==> config.mk <==
export PLATFORM = sky130hd
export DESIGN_NAME = chip_erase_seq
export DESIGN_NICKNAME = d
export VERILOG_FILES = /design/src/rtl/ces_pkg.sv /design/src/rtl/ces_timer.sv /design/src/rtl/ces_byte_prog.sv /design/src/rtl/ces_erase_verify.sv /design/src/rtl/chip_erase_seq.sv
export SDC_FILE = /design/constraint.sdc
export NUM_CORES = 1
export LEC_CHECK = 0
export BUFFER_PORTS_ARGS = -buffer_cell sky130_fd_sc_hd__buf_2
export CAP_MARGIN = 30
export CORE_MARGIN = 4
export CORE_UTILIZATION = 27
export DETAILED_ROUTE_END_ITERATION = 16
export GPL_ROUTABILITY_DRIVEN = 0
export PLACE_DENSITY = 0.44
export SYNTH_ARGS = -nofsm -noshare
export SYNTH_HDL_FRONTEND = slang
export SYNTH_SLANG_ARGS = --single-unit
export TNS_END_PERCENT = 30
==> constraint.sdc <==
create_clock -name clk -period 2.9 [get_ports clk]
set_clock_uncertainty 0.15 [all_clocks]
set_input_delay 0.145 -clock clk [delete_from_list [all_inputs] [get_ports clk]]
set_output_delay 0.145 -clock clk [all_outputs]
set_load 0.05 [all_outputs]
==> src/rtl/ces_pkg.sv <==
package ces_pkg;
  // command opcodes understood by the flash command register
  localparam logic [7:0] OP_READ     = 8'h00;
  localparam logic [7:0] OP_ERASE    = 8'h20;
  localparam logic [7:0] OP_PROGRAM  = 8'h40;
  localparam logic [7:0] OP_EVERIFY  = 8'hA0;
  localparam logic [7:0] OP_PVERIFY  = 8'hC0;

  localparam logic [7:0] BYTE_CLEAR  = 8'h00;
  localparam logic [7:0] BYTE_ERASED = 8'hFF;

  typedef enum logic [1:0] {PH_IDLE, PH_PREPROG, PH_ERASE} phase_t;
  typedef enum logic [2:0] {BP_IDLE, BP_LOAD, BP_PWAIT, BP_VWAIT, BP_READ} bp_state_t;
  typedef enum logic [2:0] {EV_IDLE, EV_CONFIRM, EV_EWAIT, EV_VWAIT, EV_READ} ev_state_t;
endpackage

==> src/rtl/ces_timer.sv <==
module ces_timer #(
  parameter int W = 8
) (
  input  logic         clk,
  input  logic         rst,
  input  logic         load,
  input  logic [W-1:0] len,
  output logic         expired
);
  logic [W-1:0] cnt;

  always_ff @(posedge clk) begin
    if (rst) begin
      cnt     <= '0;
      expired <= 1'b0;
    end else begin
      expired <= 1'b0;
      if (load) begin
        cnt <= len;
      end else if (cnt != '0) begin
        cnt <= cnt - 1'b1;
        if (cnt == W'(1)) expired <= 1'b1;
      end
    end
  end

  AST_TIMER_SINGLE_PULSE: assert property (@(posedge clk) disable iff (rst)
    expired |=> !expired);
  AST_TIMER_IDLE_HOLD: assert property (@(posedge clk) disable iff (rst)
    (cnt == '0 && !load) |=> (cnt == '0 && !expired));
endmodule

==> src/rtl/ces_byte_prog.sv <==
module ces_byte_prog
  import ces_pkg::*;
#(
  parameter int ADDR_W      = 18,
  parameter int PROG_MAX    = 25,
  parameter int PROG_WAIT   = 500,
  parameter int VERIFY_WAIT = 300,
  localparam int WMAX = (PROG_WAIT > VERIFY_WAIT) ? PROG_WAIT : VERIFY_WAIT,
  localparam int TW   = $clog2(WMAX + 1),
  localparam int TRW  = $clog2(PROG_MAX + 1)
) (
  input  logic              clk,
  input  logic              rst,
  input  logic              start,
  input  logic [ADDR_W-1:0] addr_in,
  input  logic [7:0]        data_in,
  output logic              done,
  output logic              ok,
  output logic              bus_we,
  output logic              bus_re,
  output logic [ADDR_W-1:0] bus_addr,
  output logic [7:0]        bus_wdata,
  input  logic              rvalid,
  input  logic [7:0]        rdata
);
  bp_state_t         st;
  logic [ADDR_W-1:0] a_q;
  logic [7:0]        d_q;
  logic [TRW-1:0]    tries;
  logic              tmr_load;
  logic [TW-1:0]     tmr_len;
  logic              tmr_exp;

  always_comb begin
    tmr_load = (st == BP_LOAD) || (st == BP_PWAIT && tmr_exp);
    tmr_len  = (st == BP_LOAD) ? TW'(PROG_WAIT) : TW'(VERIFY_WAIT);
  end

  ces_timer #(.W(TW)) u_timer (
    .clk(clk), .rst(rst), .load(tmr_load), .len(tmr_len), .expired(tmr_exp)
  );

  always_ff @(posedge clk) begin
    if (rst) begin
      st        <= BP_IDLE;
      done      <= 1'b0;
      ok        <= 1'b0;
      bus_we    <= 1'b0;
      bus_re    <= 1'b0;
      bus_addr  <= '0;
      bus_wdata <= '0;
      a_q       <= '0;
      d_q       <= '0;
      tries     <= '0;
    end else begin
      done   <= 1'b0;
      bus_we <= 1'b0;
      bus_re <= 1'b0;
      case (st)
        BP_IDLE: begin
          if (start) begin
            a_q       <= addr_in;
            d_q       <= data_in;
            tries     <= '0;
            bus_we    <= 1'b1;
            bus_addr  <= addr_in;
            bus_wdata <= OP_PROGRAM;
            st        <= BP_LOAD;
          end
        end
        BP_LOAD: begin
          bus_we    <= 1'b1;
          bus_addr  <= a_q;
          bus_wdata <= d_q;
          st        <= BP_PWAIT;
        end
        BP_PWAIT: begin
          if (tmr_exp) begin
            bus_we    <= 1'b1;
            bus_wdata <= OP_PVERIFY;
            st        <= BP_VWAIT;
          end
        end
        BP_VWAIT: begin
          if (tmr_exp) begin
            bus_re   <= 1'b1;
            bus_addr <= a_q;
            st       <= BP_READ;
          end
        end
        BP_READ: begin
          if (rvalid) begin
            tries <= tries + 1'b1;
            if (rdata == d_q) begin
              done <= 1'b1;
              ok   <= 1'b1;
              st   <= BP_IDLE;
            end else if (int'(tries) + 1 >= PROG_MAX) begin
              done <= 1'b1;
              ok   <= 1'b0;
              st   <= BP_IDLE;
            end else begin
              bus_we    <= 1'b1;
              bus_wdata <= OP_PROGRAM;
              st        <= BP_LOAD;
            end
          end
        end
        default: st <= BP_IDLE;
      endcase
    end
  end

  AST_TRIES_BOUND: assert property (@(posedge clk) disable iff (rst)
    int'(tries) <= PROG_MAX);
  AST_PREAD_AFTER_WAIT: assert property (@(posedge clk) disable iff (rst)
    bus_re |-> $past(tmr_exp));
endmodule

==> src/rtl/ces_erase_verify.sv <==
module ces_erase_verify
  import ces_pkg::*;
#(
  parameter int ADDR_W      = 18,
  parameter int NUM_BYTES   = 262144,
  parameter int ERASE_MAX   = 1000,
  parameter int ERASE_WAIT  = 500000,
  parameter int VERIFY_WAIT = 300,
  localparam int WMAX = (ERASE_WAIT > VERIFY_WAIT) ? ERASE_WAIT : VERIFY_WAIT,
  localparam int TW   = $clog2(WMAX + 1),
  localparam int CW   = $clog2(ERASE_MAX + 1)
) (
  input  logic              clk,
  input  logic              rst,
  input  logic              start,
  output logic              done,
  output logic              pass,
  output logic [CW-1:0]     ecnt,
  output logic              bus_we,
  output logic              bus_re,
  output logic [ADDR_W-1:0] bus_addr,
  output logic [7:0]        bus_wdata,
  input  logic              rvalid,
  input  logic [7:0]        rdata
);
  localparam logic [ADDR_W-1:0] LAST = ADDR_W'(NUM_BYTES - 1);

  ev_state_t         st;
  logic [ADDR_W-1:0] vaddr;
  logic              tmr_load;
  logic [TW-1:0]     tmr_len;
  logic              tmr_exp;
  logic              byte_ok;

  always_comb begin
    byte_ok  = (rdata == BYTE_ERASED);
    tmr_load = (st == EV_CONFIRM) || (st == EV_EWAIT && tmr_exp) ||
               (st == EV_READ && rvalid && byte_ok && vaddr != LAST);
    tmr_len  = (st == EV_CONFIRM) ? TW'(ERASE_WAIT) : TW'(VERIFY_WAIT);
  end

  ces_timer #(.W(TW)) u_timer (
    .clk(clk), .rst(rst), .load(tmr_load), .len(tmr_len), .expired(tmr_exp)
  );

  always_ff @(posedge clk) begin
    if (rst) begin
      st        <= EV_IDLE;
      done      <= 1'b0;
      pass      <= 1'b0;
      ecnt      <= '0;
      vaddr     <= '0;
      bus_we    <= 1'b0;
      bus_re    <= 1'b0;
      bus_addr  <= '0;
      bus_wdata <= '0;
    end else begin
      done   <= 1'b0;
      bus_we <= 1'b0;
      bus_re <= 1'b0;
      case (st)
        EV_IDLE: begin
          if (start) begin
            vaddr     <= '0;
            ecnt      <= '0;
            bus_we    <= 1'b1;
            bus_wdata <= OP_ERASE;
            st        <= EV_CONFIRM;
          end
        end
        EV_CONFIRM: begin
          bus_we    <= 1'b1;
          bus_wdata <= OP_ERASE;
          st        <= EV_EWAIT;
        end
        EV_EWAIT: begin
          if (tmr_exp) begin
            bus_we    <= 1'b1;
            bus_addr  <= vaddr;
            bus_wdata <= OP_EVERIFY;
            st        <= EV_VWAIT;
          end
        end
        EV_VWAIT: begin
          if (tmr_exp) begin
            bus_re   <= 1'b1;
            bus_addr <= vaddr;
            st       <= EV_READ;
          end
        end
        EV_READ: begin
          if (rvalid) begin
            if (byte_ok) begin
              if (vaddr == LAST) begin
                bus_we    <= 1'b1;
                bus_wdata <= OP_READ;
                done      <= 1'b1;
                pass      <= 1'b1;
                st        <= EV_IDLE;
              end else begin
                vaddr     <= vaddr + 1'b1;
                bus_we    <= 1'b1;
                bus_addr  <= vaddr + 1'b1;
                bus_wdata <= OP_EVERIFY;
                st        <= EV_VWAIT;
              end
            end else begin
              ecnt <= ecnt + 1'b1;
              if (int'(ecnt) + 1 >= ERASE_MAX) begin
                done <= 1'b1;
                pass <= 1'b0;
                st   <= EV_IDLE;
              end else begin
                bus_we    <= 1'b1;
                bus_wdata <= OP_ERASE;
                st        <= EV_CONFIRM;
              end
            end
          end
        end
        default: st <= EV_IDLE;
      endcase
    end
  end

  AST_ECNT_BOUND: assert property (@(posedge clk) disable iff (rst)
    int'(ecnt) <= ERASE_MAX);
  AST_ECNT_STEP: assert property (@(posedge clk) disable iff (rst)
    (st != EV_IDLE) |=> (ecnt == $past(ecnt) || ecnt == $past(ecnt) + 1'b1));
  AST_RESUME_NO_BACKSTEP: assert property (@(posedge clk) disable iff (rst)
    (st != EV_IDLE && $past(st) != EV_IDLE) |-> (vaddr >= $past(vaddr)));
  AST_VREAD_AFTER_WAIT: assert property (@(posedge clk) disable iff (rst)
    bus_re |-> $past(tmr_exp));
endmodule

==> src/rtl/chip_erase_seq.sv <==
module chip_erase_seq
  import ces_pkg::*;
#(
  parameter int NUM_BYTES   = 262144,
  parameter int PROG_MAX    = 25,
  parameter int ERASE_MAX   = 1000,
  parameter int PROG_WAIT   = 500,
  parameter int ERASE_WAIT  = 500000,
  parameter int VERIFY_WAIT = 300,
  localparam int ADDR_W = (NUM_BYTES > 1) ? $clog2(NUM_BYTES) : 1,
  localparam int CW     = $clog2(ERASE_MAX + 1)
) (
  input  logic              clk,
  input  logic              rst,
  input  logic              start,
  output logic              busy,
  output logic              done,
  output logic              pass,
  output logic              fail,
  output logic [CW-1:0]     retry_cnt,
  output logic              fl_we,
  output logic              fl_re,
  output logic [ADDR_W-1:0] fl_addr,
  output logic [7:0]        fl_wdata,
  input  logic              fl_rvalid,
  input  logic [7:0]        fl_rdata
);
  localparam logic [ADDR_W-1:0] LAST = ADDR_W'(NUM_BYTES - 1);

  phase_t            phase;
  logic [ADDR_W-1:0] pre_addr;
  logic              pg_start, ev_start;

  logic              pg_done, pg_ok, pg_we, pg_re;
  logic [ADDR_W-1:0] pg_addr;
  logic [7:0]        pg_wdata;
  logic              ev_done, ev_pass, ev_we, ev_re;
  logic [CW-1:0]     ev_cnt;
  logic [ADDR_W-1:0] ev_addr;
  logic [7:0]        ev_wdata;
  logic              sel_pre;

  assign sel_pre = (phase == PH_PREPROG);

  ces_byte_prog #(
    .ADDR_W(ADDR_W), .PROG_MAX(PROG_MAX),
    .PROG_WAIT(PROG_WAIT), .VERIFY_WAIT(VERIFY_WAIT)
  ) u_prog (
    .clk(clk), .rst(rst), .start(pg_start),
    .addr_in(pre_addr), .data_in(BYTE_CLEAR),
    .done(pg_done), .ok(pg_ok),
    .bus_we(pg_we), .bus_re(pg_re), .bus_addr(pg_addr), .bus_wdata(pg_wdata),
    .rvalid(fl_rvalid & sel_pre), .rdata(fl_rdata)
  );

  ces_erase_verify #(
    .ADDR_W(ADDR_W), .NUM_BYTES(NUM_BYTES), .ERASE_MAX(ERASE_MAX),
    .ERASE_WAIT(ERASE_WAIT), .VERIFY_WAIT(VERIFY_WAIT)
  ) u_erase (
    .clk(clk), .rst(rst), .start(ev_start),
    .done(ev_done), .pass(ev_pass), .ecnt(ev_cnt),
    .bus_we(ev_we), .bus_re(ev_re), .bus_addr(ev_addr), .bus_wdata(ev_wdata),
    .rvalid(fl_rvalid & ~sel_pre), .rdata(fl_rdata)
  );

  always_ff @(posedge clk) begin
    if (rst) begin
      phase     <= PH_IDLE;
      pre_addr  <= '0;
      pg_start  <= 1'b0;
      ev_start  <= 1'b0;
      busy      <= 1'b0;
      done      <= 1'b0;
      pass      <= 1'b0;
      fail      <= 1'b0;
      retry_cnt <= '0;
      fl_we     <= 1'b0;
      fl_re     <= 1'b0;
      fl_addr   <= '0;
      fl_wdata  <= '0;
    end else begin
      pg_start <= 1'b0;
      ev_start <= 1'b0;
      done     <= 1'b0;
      fl_we    <= sel_pre ? pg_we    : ev_we;
      fl_re    <= sel_pre ? pg_re    : ev_re;
      fl_addr  <= sel_pre ? pg_addr  : ev_addr;
      fl_wdata <= sel_pre ? pg_wdata : ev_wdata;
      case (phase)
        PH_IDLE: begin
          if (start) begin
            busy      <= 1'b1;
            pass      <= 1'b0;
            fail      <= 1'b0;
            retry_cnt <= '0;
            pre_addr  <= '0;
            pg_start  <= 1'b1;
            phase     <= PH_PREPROG;
          end
        end
        PH_PREPROG: begin
          if (pg_done) begin
            if (!pg_ok) begin
              fail  <= 1'b1;
              done  <= 1'b1;
              busy  <= 1'b0;
              phase <= PH_IDLE;
            end else if (pre_addr == LAST) begin
              ev_start <= 1'b1;
              phase    <= PH_ERASE;
            end else begin
              pre_addr <= pre_addr + 1'b1;
              pg_start <= 1'b1;
            end
          end
        end
        PH_ERASE: begin
          if (ev_done) begin
            pass      <= ev_pass;
            fail      <= ~ev_pass;
            retry_cnt <= ev_cnt;
            done      <= 1'b1;
            busy      <= 1'b0;
            phase     <= PH_IDLE;
          end
        end
        default: phase <= PH_IDLE;
      endcase
    end
  end

  AST_ONE_STROBE: assert property (@(posedge clk) disable iff (rst)
    !(fl_we && fl_re));
  AST_QUIET_WHEN_IDLE: assert property (@(posedge clk) disable iff (rst)
    (!busy && !$past(busy)) |-> !(fl_we || fl_re));
  AST_DONE_VERDICT: assert property (@(posedge clk) disable iff (rst)
    done |-> (pass ^ fail));
  AST_ERASE_AFTER_PREPROGRAM: assert property (@(posedge clk) disable iff (rst)
    ev_start |-> $past(pg_done && pg_ok));
endmodule

# Word level (Yosys, flattened, before mapping)
# Cells that the tools add are included.
[op_classes]
addsub = 8
magnitude_cmp = 2
n_eq_ne = 39
mux = 115
n_bitwise = 14
n_reduce_logical = 51
[op_table]
columns = ["op", "n"]
rows = [
  ["$mux 18", 12],
  ["$pmux 18 s2", 3],
  ["$mux 8", 13],
  ["$pmux 8 s4", 2],
  ["$mux 19", 3],
  ["$pmux 18 s3", 1],
  ["$mux 10", 5],
  ["$mux 1", 43],
  ["$pmux 10 s2", 2],
  ["$add 18x1->18 const B", 2],
  ["$eq 18x18->1 const B", 2],
  ["$ge 32x11->1 const B", 1],
  ["$ge 32x6->1 const B", 1],
  ["$mux 3", 10],
  ["$pmux 3 s5", 2],
  ["$ne 2x2->1 const B", 14],
  ["$reduce_and 5->1", 5],
  ["$reduce_and 4->1", 5],
  ["$eq 19x1->1 const B", 1],
  ["$reduce_bool 19->1", 1],
  ["$sub 19x1->19 const B", 1],
  ["$mux 9", 2],
  ["$ne 18x18->1 const B", 1],
  ["$reduce_bool 2->1", 9],
  ["38 further kinds", 88],
]
[totals]
regBits = 211
output_inout_bits = 42
wordCells = 264

# Depth between registers and ports, before layout
# Gate-level depths: netlist of run 1.
[logic_depth]
word_depth = 8
ltp_mapped = 9
ltp_nobuf = 8

# By module
# A second synthesis of run 1 with hierarchy kept.
[unflattened]
cells_unflattened = 1241
hier_area_um2 = 10522.6
[modules_own_cells]
columns = ["mod", "instances", "cells_per_inst", "area_per_inst_um2", "seq_area_each_um2"]
rows = [
  ["ces_erase_verify", 1, 393, 3056.7, 1101.1],
  ["ces_byte_prog", 1, 332, 2876.5, 1281.2],
  ["chip_erase_seq", 1, 309, 2793.9, 1281.2],
  ["ces_timer at u_erase.u_timer", 1, 140, 1163.6, 400.4],
  ["ces_timer at u_prog.u_timer", 1, 67, 631.9, 200.2],
]

# Worst setup path after synthesis of run 1
# OpenSTA, ideal clock, no wires.
[synth_path]
path_kind = "reg-to-reg"
start = "reg phase[1]"
end = "reg u_erase.vaddr[15]"
arrival_time_ns = 2.068
setup_slack_ns = 0.608
stages_incl_launch_ff = 9
path_cell_list = "dfxtp_1 > inv_1 > ha_1 > nand3b_1 > nor4_4 > o31a_4 > nor2_2 > or4b_1 > a31oi_1"
[synth_between]
elab_chain_len = 5
[synth_lines]
columns = ["element", "line_no", "text"]
rows = [
  ["start, declared", "chip_erase_seq.sv:30", "phase_t phase;"],
  ["start signal, assigned", "chip_erase_seq.sv:68", "phase <= PH_IDLE;"],
  ["start signal, assigned", "chip_erase_seq.sv:98", "phase <= PH_PREPROG;"],
  ["start signal, assigned", "chip_erase_seq.sv:107", "phase <= PH_IDLE;"],
  ["$eq 2x1->1", "chip_erase_seq.sv:43", "assign sel_pre = (phase == PH_PREPROG);"],
  ["$not 1->1 (no line)", "-", ""],
  ["$and 1x1->1", "chip_erase_seq.sv:63", ".rvalid(fl_rvalid & ~sel_pre), .rdata(fl_rdata)"],
  ["$ne 2x1->1 (no line)", "-", ""],
  ["$reduce_and 5->1 (no line)", "-", ""],
  ["end signal, assigned", "ces_erase_verify.sv:101", "vaddr <= vaddr + 1'b1;"],
  ["end, declared", "ces_erase_verify.sv:29", "logic [ADDR_W-1:0] vaddr;"],
]
# Every way passes these cells.
# A chain may end at the register's enable or synchronous reset.

# Worst setup path in the final report of run 1
[layout_path]
start = "reg u_erase.vaddr[1]"
end = "reg u_erase.u_timer.cnt[11]"
[layout_between]
elab_chain_len = 4
word_cells_on_any_way = 5
[layout_lines]
columns = ["element", "line_no", "text"]
rows = [
  ["$ne 18x18->1 (*)", "ces_erase_verify.sv:38", "(st == EV_READ && rvalid && byte_ok && vaddr != LAST);"],
  ["$logic_and 1x1->1 (*)", "ces_erase_verify.sv:38", ""],
  ["$logic_or 1x1->1 (*)", "ces_erase_verify.sv:37", "tmr_load = (st == EV_CONFIRM) || (st == EV_EWAIT && tmr_exp) ||"],
  ["$mux 19 / $reduce_bool 2->1 (equally long branches)", "-", ""],
  ["end signal, assigned", "ces_timer.sv:19", "cnt <= len;"],
  ["end signal, assigned", "ces_timer.sv:21", "cnt <= cnt - 1'b1;"],
  ["end, declared", "ces_timer.sv:10", "logic [W-1:0] cnt;"],
]
# Every way passes the cells marked *; elsewhere a longest branch is shown, timed or not.

==> run_results.csv, run 1 <==
group,metric,value,unit
run_status,status,"completed",
min_path,hold_class,"reg2reg",
global_routing,grt_usage,13.1,%
clock_network,cts_resized,0,
critical_path,slowest_delay,0.49,ns
layout,fin_area,0.0104,mm2
synthesis,async_flop_share,0,%
synthesis,ys_seq_area_share,43.3,%
layout,layout_commonest_cell,"dfxtp_1",
critical_path,cp_slowest_cell,"or3_1",
place,dp_hpwl,15.8,mm
critical_path,reg2reg_slack,0.33,ns
clock_network,h-tree-depth,4,
critical_path,cp_num_cells,7,
sta,finalSetupTns,0,ns
synthesis,netlist_area,0.00897,mm2
global_routing,antenna_found_initial,0,
run,max-cap-violations,0,
sta,max_freq,389,MHz
die,core-area,0.0327,mm2
layout,multi_input_area,0.00473,mm2
critical_path,cp_data_required_time,3.12,ns
clock_network,clk_root_buffer_cell,"clkbuf_16",
critical_path,setup.worst_path.end,"u_erase.u_timer.cnt[11]$_SDFFE_PP0P_",
critical_path,crit_start,"u_erase.vaddr[1]$_SDFFE_PP0P_",
clock_network,clk_latency,0.44,ns
synthesis,avgSynthCellArea,8.41,um2
critical_path,start_kind,"flip-flop",
sta,worst_slew_pin_slew,0.687,ns
clock_network,cts_setup_buffers,0,
clock_network,cts-buffers-inserted,17,
clock_network,clock-sinks,194,
critical_path,crit_path_end_kind,"flip-flop",
clock_network,cts.clk_slew.worst_paths,0.08,ns
sta,rsz0062_at_grt,"no",
die,die-area,0.0362,mm2
synthesis,yosys_warnings,0,
synthesis,ys_types,72,
synthesis,synth-edff-count,0,
critical_path,rr_startpoint,"u_erase.vaddr[1]$_SDFFE_PP0P_",
sta,max-slew-margin-rel,54.1,%
detailed_routing,wirelength,23.6,mm
global_routing,grt_pass1_vias,7112,
critical_path,worstSetupPathType,"reg2reg",
global_routing,grt_use_met2,19.4,%
synthesis,synth_ff_type,"dfxtp_1",
pwr,powerDensity,713,mW/mm2
layout,seqCellArea,0.00388,mm2
critical_path,critical_path_buf_inv_count,1,
critical_path,critPathMaxFanout,14,
detailed_routing,firstDrtPassIters,5,
die,fp.dieH,190,um
detailed_routing,vias,7446,
place,placed_area,0.00972,mm2
critical_path,arrival,2.79,ns
sta,drv_slew,0,
layout,antennaDiodeCount,0,
sta,hold_viol_final,0,
detailed_routing,drt_iter0_markers,435,
die,start_util,27.4,%
die,fp-row-count,66,
die,ios,54,
global_routing,grt_max_degree,75,
place,numPortBuffers,48,
detailed_routing,drc_errors,0,
global_routing,gr-usage-met3,2.47,%
layout,area_growth,15.9,%
synthesis,ys_ff_latch,194,
detailed_routing,postRouteAntennaNets,0,
global_routing,top_usage_layer,"met1",
synthesis,synth_cells,1067,
layout,n_fill_cell,3533,
layout,most-common-layout-cells,"dfxtp_1 (194), nor2_1 (165), nand2_1 (103), a21oi_1 (78), buf_2 (47)",
pwr,peakVddDrop,0.429,mV
detailed_routing,vias_per_cell,4.79,
clock_network,cts_buffer_depth,2,
global_routing,grt_pass1_wl,38.9,mm
sta,timing.final.crit_share,88.6,%
global_routing,globalRouteOverflowTotal,0,
critical_path,r2r-end,"u_erase.u_timer.cnt[11]$_SDFFE_PP0P_",
sta,period_needed,2.57,ns
critical_path,path_cells,"ha_1 > nand3_1 > or2_4 > o31a_4 > or3_1 > buf_4 > nor2_1",
global_routing,grt_use_met1,19.7,%
layout,drive_gt1_share,12.0,%
die,die_x,190,um
critical_path,ff2ff_path_depth,7,
pwr,p_leak,3.72,nW
critical_path,path_delay_family,"simple AND/OR/NAND/NOR gates",
layout,nets,1125,
sta,finalSetupViolCount,0,
detailed_routing,routed_wire_length_per_instance,15.2,um
clock_network,cts_tree,"yes",
==> routing by layer <==
metal | up-vias | wire [um] | share of wire (%)
li1 | 3827 | - | -
met1 | 3501 | 12600 | 53
met2 | 108 | 10100 | 43
met3 | 10 | 681 | 2.9
met4 | 0 | 199 | 0.84
met5 | - | 0 | 0
==> Yosys cell counts (6+ instances only) <==
| master | count | area [um2] |
|---|---|---|
| nand3_1 | 28 | 140 |
| and2_1 | 6 | 37.5 |
| buf_1 | 6 | 22.5 |
| nor2b_1 | 7 | 43.8 |
| inv_1 | 19 | 71.3 |
| o31ai_1 | 6 | 45.0 |
| dfxtp_1 | 194 | 3880 |
| a21oi_1 | 78 | 390 |
| and4_1 | 7 | 61.3 |
| nand4_1 | 12 | 75.1 |
| nand3b_1 | 7 | 52.6 |
| and3_1 | 13 | 81.3 |
| mux2i_1 | 44 | 440 |
| nand2_1 | 103 | 387 |
| xor2_1 | 21 | 184 |
| nand2b_1 | 11 | 68.8 |
| a211oi_1 | 39 | 293 |
| buf_4 | 6 | 45.0 |
| o21ai_0 | 34 | 170 |
| o211ai_1 | 6 | 45.0 |
| nor3_1 | 29 | 145 |
| or3_1 | 13 | 81.3 |
| a311oi_1 | 15 | 131 |
| a31oi_1 | 14 | 87.6 |
| nor2_1 | 166 | 623 |
| clkbuf_1 | 54 | 203 |
| xnor2_1 | 23 | 201 |
| a22oi_1 | 12 | 90.1 |
| ha_1 | 14 | 175 |
==> through the flow <==
| stage | worst slack, ns | cells | util [%] | hold WS (ns) | total power, mW |
|---|---|---|---|---|---|
| after global routing | 0.117 | 1553 | 31.8 | 0.319 | 7.86 |
| after floorplan | 0.608 | 1071 | - | 0.140 | 4.50 |
| after global placement | 0.377 | 1516 | 29.7 | 0.291 | 4.90 |
| after detailed placement | 0.313 | 1516 | 29.7 | 0.296 | 4.90 |
| final | 0.331 | 1553 | 31.8 | 0.304 | 7.42 |
| after CTS | 0.299 | 1553 | 31.8 | 0.306 | 7.52 |
==> worst min path at each step <==
| stage | from | to | slack, ns | depth (start not counted) |
|---|---|---|---|---|
| 2_1_floorplan | start | pg_start$_SDFF_PP0_ | 0.14 | 2 |
| 3_3_place_gp | u_prog.a_q[3]$_SDFFE_PP0P_ | u_prog.a_q[3]$_SDFFE_PP0P_ | 0.29 | 2 |
| 3_5_place_dp | u_prog.a_q[0]$_SDFFE_PP0P_ | u_prog.a_q[0]$_SDFFE_PP0P_ | 0.30 | 2 |
| 4_1_cts | u_prog.a_q[7]$_SDFFE_PP0P_ | u_prog.a_q[7]$_SDFFE_PP0P_ | 0.31 | 2 |
| 5_1_grt | u_prog.a_q[6]$_SDFFE_PP0P_ | u_prog.a_q[6]$_SDFFE_PP0P_ | 0.32 | 2 |
| 6_report | u_prog.a_q[0]$_SDFFE_PP0P_ | u_prog.a_q[0]$_SDFFE_PP0P_ | 0.30 | 2 |
==> where the power goes <==
part	switching (mW)	total (mW)	leakage (nW)	internal (mW)
sequential	0.194	3.10	1.57	2.90
combinational	1.03	1.75	1.85	0.723
clock	1.10	2.57	0.300	1.47
==> what timing repair did <==
action / CTS / global route
hold endpoints to repair: 19 / 0
setup endpoints to repair: 0 / 0
hold buffers: 6 / 0
==> layout make-up <==
type / count / share of cell area, %
flip-flops and latches: 194 / 37.3
well taps: 442 / 5.32
clock inverters: 12 / 1.73
multi-input cells: 785 / 45.5
inverters: 19 / 0.686
clock buffers: 19 / 4.26
repair buffers: 82 / 5.21
==> tightest hold or removal path: stages (launching register included) <==
cell and delay [ns]:
dfxtp_1 0.31, nand2_1 0.05, a21oi_1 0.05
==> sequential cells by signal (all words and copies together), names as in the netlist, 2 cells and up <==
signal,count
u_erase.u_timer.cnt,19
phase,2
fl_wdata,3
u_prog.bus_addr,18
u_prog.tries,5
retry_cnt,10
u_erase.bus_addr,18
u_prog.bus_wdata,2
u_erase.st,3
u_erase.vaddr,18
u_prog.u_timer.cnt,9
pre_addr,18
u_prog.a_q,18
fl_addr,18
u_erase.bus_wdata,2
u_prog.st,3
u_erase.ecnt,10
==> cell families after synthesis <==
logic type | after synthesis | synth area share (%)
other cells | 1 | 0.0418
buf+inv | 92 | 4.27
mux | 46 | 5.16
compound gates | 236 | 17.1
fa+ha+maj | 14 | 1.95
xor+xnor | 44 | 4.29
flops | 194 | 43.3
simple gates | 440 | 24.0
(Power assumes the default switching activity.)
==> inputs of run 2 (changes only) <==
--- a/config.mk
+++ b/config.mk
@@ -12,6 +12,7 @@
 export DETAILED_ROUTE_END_ITERATION = 16
 export GPL_ROUTABILITY_DRIVEN = 0
 export PLACE_DENSITY = 0.44
+export RECOVER_POWER = 50
 export SYNTH_ARGS = -nofsm -noshare
 export SYNTH_HDL_FRONTEND = slang
 export SYNTH_SLANG_ARGS = --single-unit
==> run 2 against run 1 <==
The run now ends with max-capacitance violations, max-slew violations left. Register-to-register slack got worse by 0.05 ns. Final cell count did not move. Sequential cell count stayed put. Via count unchanged. Critical path depth unchanged. First-iteration DRC count fell by 3.0%. Combinational power about the same. Maximum frequency decreased by 2.1%. Global-route usage did not move. Sequential power hardly changed. Critical path type unchanged. Largest cell class unchanged.
==> run_results.csv, run 2 (synthesis results as in run 1) <==
group,metric,value,unit
pwr,peakVddDrop,0.428,mV
global_routing,antenna_found_initial,0,
detailed_routing,vias_per_cell,4.79,
clock_network,cts.clk_slew.worst_paths,0.07,ns
sta,hold_ws,0.304,ns
detailed_routing,postRouteAntennaNets,0,
layout,top_register,"u_erase.u_timer.cnt",
die,fp.dieH,190,um
detailed_routing,drt_iter0_markers,422,
clock_network,clock-sinks,194,
die,die-area,0.0362,mm2
place,dp_hpwl,15.8,mm
layout,largest_reg_flops,19,
die,die_x,190,um
critical_path,arrival,2.84,ns
die,ios,54,
clock_network,cts-buffers-inserted,17,
global_routing,grt_max_degree,75,
pwr,powerDensity,717,mW/mm2
layout,nets,1125,
critical_path,start_kind,"flip-flop",
sta,drv_slew,69,
critical_path,critPathMaxFanout,13,
sta,max_freq,381,MHz
place,pre_cts_ws,0.313,ns
layout,drive_gt1_share,8.55,%
critical_path,cp_data_required_time,3.11,ns
min_path,hold_class,"reg2reg",
global_routing,grt_usage,13.1,%
critical_path,path_cells,"inv_1 > ha_1 > nand2b_1 > clkbuf_1 > o211ai_1 > or3_1 > a21oi_1",
clock_network,cts_setup_buffers,0,
die,fp-row-count,66,
detailed_routing,vias,7446,
layout,antennaDiodeCount,0,
critical_path,worstSetupPathType,"reg2reg",
die,core-area,0.0327,mm2
sta,finalSetupTns,0,ns
global_routing,grt_pass1_vias,7112,
clock_network,cts_tree,"yes",
global_routing,grt_pass1_wl,38.9,mm
detailed_routing,drc_errors,0,
detailed_routing,firstDrtPassIters,5,
sta,timing.final.crit_share,90.5,%
critical_path,cp_slowest_cell,"clkbuf_1",
clock_network,clk_latency,0.44,ns
clock_network,h-tree-depth,4,
run_status,violations,"max-capacitance violations, max-slew violations",
sta,rsz0062_at_grt,"no",
detailed_routing,routed_wire_length_per_instance,15.2,um
global_routing,globalRouteOverflowTotal,0,
layout,most-common-layout-cells,"dfxtp_1 (194), nor2_1 (165), nand2_1 (103), a21oi_1 (78), mux2i_1 (44)",
layout,layout_commonest_cell,"dfxtp_1",
run,max-cap-violations,1,
clock_network,cts_resized,0,
place,numPortBuffers,48,
sta,max-slew-margin-rel,-3.94,%
sta,layout_setup_ws,0.277,ns
layout,area_growth,15.2,%
sta,finalSetupViolCount,0,
run_status,status,"finished, violations left",
clock_network,cts_buffer_depth,2,
sta,hold_viol_final,0,
detailed_routing,wirelength,23.6,mm
sta,worst_slew_pin_slew,1.56,ns
pwr,p_leak,3.55,nW
clock_network,clk_root_buffer_cell,"clkbuf_16",
sta,period_needed,2.62,ns
critical_path,slowest_delay,0.51,ns
critical_path,crit_path_end_kind,"flip-flop",
die,start_util,27.4,%
run 2: cell types whose count changed in the layout (fill, tap and decap cells not counted), sizes merged:
| cell | delta |
|---|---|
| buf | -41 |
| clkbuf | +41 |
run 2: stage by stage:
| stage | util, % | cells | power [mW] | area (um2) |
|---|---|---|---|---|
| 3_3_place_gp | 29.7 | 1516 | 4.90 | 9720 |
| 5_1_grt | 31.6 | 1553 | 7.85 | 10300 |
| 2_1_floorplan | - | 1071 | 4.50 | 8990 |
| 4_1_cts | 31.8 | 1553 | 7.52 | 10400 |
| 3_5_place_dp | 29.7 | 1516 | 4.90 | 9720 |
| 6_report | 31.6 | 1553 | 7.41 | 10300 |
run 2: layer usage:
layer / up-vias / global-route usage [%] / share of wire [%]
li1: 3827 / - / -
met1: 3501 / 19.7 / 53
met5: - / 0 / 0
met2: 106 / 19.4 / 43
met3: 12 / 2.47 / 2.8
met4: 0 / 3.15 / 0.97
run 2: power breakdown:
part	total, mW	internal [mW]	switching, mW
clock network	2.57	1.47	1.10
logic	1.74	0.717	1.02
registers	3.10	2.90	0.195
run 2: cell type report:
cell class	count	area [um2]
Inverter	19	71.3
Clock inverter	12	180
Clock buffer	19	443
Timing Repair Buffer	82	480
Sequential cell	194	3880
Fill cell	3548	22400
Tap cell	442	553
Multi-Input combinational cell	785	4730
run 2: final timing paths:
path	startpoint	slack [ns]	cells after the start	endpoint
max	phase[0]$_SDFFE_PP0P_	0.28	7	pre_addr[13]$_SDFFE_PP0P_
min	u_prog.a_q[0]$_SDFFE_PP0P_	0.30	2	u_prog.a_q[0]$_SDFFE_PP0P_
max reg2reg	phase[0]$_SDFFE_PP0P_	0.28	7	pre_addr[13]$_SDFFE_PP0P_
min reg2reg	u_prog.a_q[0]$_SDFFE_PP0P_	0.30	2	u_prog.a_q[0]$_SDFFE_PP0P_
run 2: timing repair:
action,in CTS,in global routing
hold buffers,6,0
hold endpoints to repair,19,0
endpoints found under the setup margin,0,0
run 2: critical path: cells and delay by family, from the launching register on:
kind            cells  cell delay, ns
buf+inv             2            0.59
compound gates      2            0.57
fa+ha+maj           1            0.27
flops               1            0.39
simple gates        2            0.58
==> inputs of run 3 (changes only) <==
--- a/config.mk
+++ b/config.mk
@@ -12,7 +12,7 @@
 export DETAILED_ROUTE_END_ITERATION = 16
 export GPL_ROUTABILITY_DRIVEN = 0
 export PLACE_DENSITY = 0.44
-export RECOVER_POWER = 50
+export RECOVER_POWER = 100
 export SYNTH_ARGS = -nofsm -noshare
 export SYNTH_HDL_FRONTEND = slang
 export SYNTH_SLANG_ARGS = --single-unit
==> run 3 against run 2 <==
The flow still finishes with violations (max-capacitance violations, max-slew violations). Register-to-register slack about the same. Maximum frequency down 0.49%. Setup slack worse by 0.013 ns. Sequential power barely moved. Clock-buffer cell count unchanged. Sequential cell count is the same. Sequential share of layout area up 0.15 points. Die area is the same. Via count is 0.38% higher. Utilization is 0.13 points lower. First-iteration DRC count increased by 1.2%. Largest power group unchanged.
==> run_results.csv, run 3 (synthesis results as in run 1) <==
group,metric,value,unit
critical_path,cp_slowest_cell,"or3_1",
detailed_routing,wl_met1,12.6,mm
layout,most-common-layout-cells,"dfxtp_1 (194), nor2_1 (166), nand2_1 (103), a21oi_1 (78), mux2i_1 (44)",
run,max-cap-violations,1,
detailed_routing,vias,7474,
min_path,hold_class,"reg2reg",
layout,top_register,"u_erase.u_timer.cnt",
critical_path,path_delay_family,"simple AND/OR/NAND/NOR gates",
clock_network,cts.clk_slew.worst_paths,0.08,ns
die,fp-row-count,66,
place,numPlacedInstances,1516,
pwr,pwr-share-clk,34.7,%
pwr,switchingPower,2.31,mW
clock_network,h-tree-depth,4,
detailed_routing,vias_per_cell,4.81,
critical_path,crit_path_end_kind,"flip-flop",
clock_network,clock-sinks,194,
run_status,violations,"max-capacitance violations, max-slew violations",
layout,layout_commonest_cell,"dfxtp_1",
critical_path,critPathMaxFanout,14,
critical_path,r2r-end,"u_erase.u_timer.cnt[11]$_SDFFE_PP0P_",
critical_path,rr_startpoint,"u_erase.vaddr[1]$_SDFFE_PP0P_",
die,fp.dieH,190,um
clock_network,cts_tree,"yes",
pwr,seqPwrFrac,41.9,%
clock_network,clk_root_buffer_cell,"clkbuf_16",
sta,finalSetupViolCount,0,
die,start_util,27.4,%
critical_path,reg2reg_slack,0.26,ns
clock_network,cts_buffer_depth,2,
pwr,powerDensity,718,mW/mm2
critical_path,ff2ff_path_depth,7,
clock_network,cts-buffers-inserted,17,
sta,finalSetupTns,0,ns
sta,worst_slew_pin_slew,1.56,ns
critical_path,slowest_delay,0.48,ns
pwr,p_leak,3.53,nW
layout,final_core_util,31.5,%
critical_path,cp_num_cells,7,
min_path,whs_endpoint,"u_prog.a_q[0]$_SDFFE_PP0P_",
sta,max_freq,379,MHz
global_routing,antenna_found_initial,0,
layout,nets,1125,
critical_path,path_cells,"ha_1 > nand3_1 > or2_0 > o31a_4 > or3_1 > clkbuf_2 > nor2_1",
clock_network,cts_resized,0,
layout,largest_reg_flops,19,
sta,hold_viol_final,0,
critical_path,cp_data_required_time,3.12,ns
global_routing,grt_max_degree,75,
layout,drive_gt1_share,7.74,%
sta,timing.final.crit_share,90.9,%
run_status,status,"finished, violations left",
die,die_x,190,um
place,dp_hpwl,15.8,mm
min_path,hold_path_depth,2,
layout,area_growth,14.7,%
detailed_routing,highest_layer,"met4",
detailed_routing,wl_met3,679,um
die,core-area,0.0327,mm2
pwr,p_int,5.09,mW
critical_path,worstSetupPathType,"reg2reg",
place,numPortBuffers,48,
sta,rsz0062_at_grt,"no",
detailed_routing,dr_wl_met2,10.1,mm
sta,drv_slew,69,
global_routing,grt_usage,13.1,%
die,ios,54,
place,placed_area,0.00972,mm2
sta,period_needed,2.64,ns
layout,antennaDiodeCount,0,
detailed_routing,firstDrtPassIters,5,
critical_path,start_kind,"flip-flop",
clock_network,cts_setup_buffers,0,
critical_path,critical_path_buf_inv_count,1,
pwr,switching_share,31.2,%
global_routing,grt_pass1_wl,38.9,mm
sta,max-slew-margin-rel,-3.70,%
pwr,peakVddDrop,0.429,mV
min_path,hold_start,"u_prog.a_q[0]$_SDFFE_PP0P_",
global_routing,grt_pass1_vias,7112,
critical_path,arrival,2.86,ns
critical_path,crit_start,"u_erase.vaddr[1]$_SDFFE_PP0P_",
detailed_routing,drt_iter0_markers,427,
pwr,p_comb_share,23.4,%
detailed_routing,postRouteAntennaNets,0,
layout,fin_area,0.0103,mm2
layout,fin_cells,1553,
clock_network,clk_latency,0.44,ns
detailed_routing,wirelength,23.6,mm
detailed_routing,drc_errors,0,
detailed_routing,routed_wire_length_per_instance,15.2,um
die,die-area,0.0362,mm2
global_routing,globalRouteOverflowTotal,0,
==> run 3: changes by cell type in the layout (fill, tap and decap cells not counted), sizes merged <==
| cell | before | now |
|---|---|---|
| buf | 35 | 30 |
| clkbuf | 60 | 65 |
==> run 3: worst max-delay path by stage <==
stage	slack, ns	end
floorplan	0.61	u_erase.vaddr[15]$_SDFFE_PP0P_
global placement	0.38	u_erase.vaddr[15]$_SDFFE_PP0P_
detailed placement	0.31	u_erase.vaddr[15]$_SDFFE_PP0P_
CTS	0.30	u_prog.ok$_SDFFE_PP0P_
global route	0.07	u_erase.vaddr[15]$_SDFFE_PP0P_
finish	0.26	u_erase.u_timer.cnt[11]$_SDFFE_PP0P_
==> run 3: layout make-up <==
| type | instances | area (um2) |
|---|---|---|
| clock buffer | 19 | 443 |
| sequential | 194 | 3880 |
| timing repair buffer | 82 | 457 |
| multi-input combinational | 785 | 4710 |
| fill | 3556 | 22400 |
| inverter | 19 | 71.3 |
| clock inverter | 12 | 180 |
| tap | 442 | 553 |
==> run 3: stage by stage <==
stage | total power, mW | worst slack (ns) | hold slack (ns)
3_3_place_gp | 4.90 | 0.377 | 0.291
2_1_floorplan | 4.50 | 0.608 | 0.140
3_5_place_dp | 4.90 | 0.313 | 0.296
6_report | 7.40 | 0.264 | 0.304
4_1_cts | 7.52 | 0.299 | 0.306
5_1_grt | 7.84 | 0.0732 | 0.319
==> run 3: power groups by stage <==
stage | clock network (mW) | registers, mW | logic (mW)
floorplan | 0 | 3.14 | 1.36
global placement | 0 | 3.16 | 1.74
detailed placement | 0 | 3.16 | 1.75
CTS | 2.66 | 3.10 | 1.76
global route | 2.75 | 3.13 | 1.95
finish | 2.57 | 3.10 | 1.73
==> run 3: worst register-to-register path: stages, from the launching register on <==
cell	delay, ns
dfxtp_1	0.42
ha_1	0.26
nand3_1	0.12
or2_0	0.29
o31a_4	0.47
or3_1	0.48
clkbuf_2	0.24
nor2_1	0.13
==> run 3: per-layer routing <==
metal | track usage (%) | up-vias
met5 | 0 | -
met4 | 3.15 | 0
met3 | 2.47 | 12
met2 | 19.4 | 108
met1 | 19.7 | 3528
li1 | - | 3826
==> run 3: what timing repair did <==
item | CTS | global route
setup endpoints to repair | 0 | 0
hold buffers | 6 | 0
hold endpoints to repair | 19 | 0
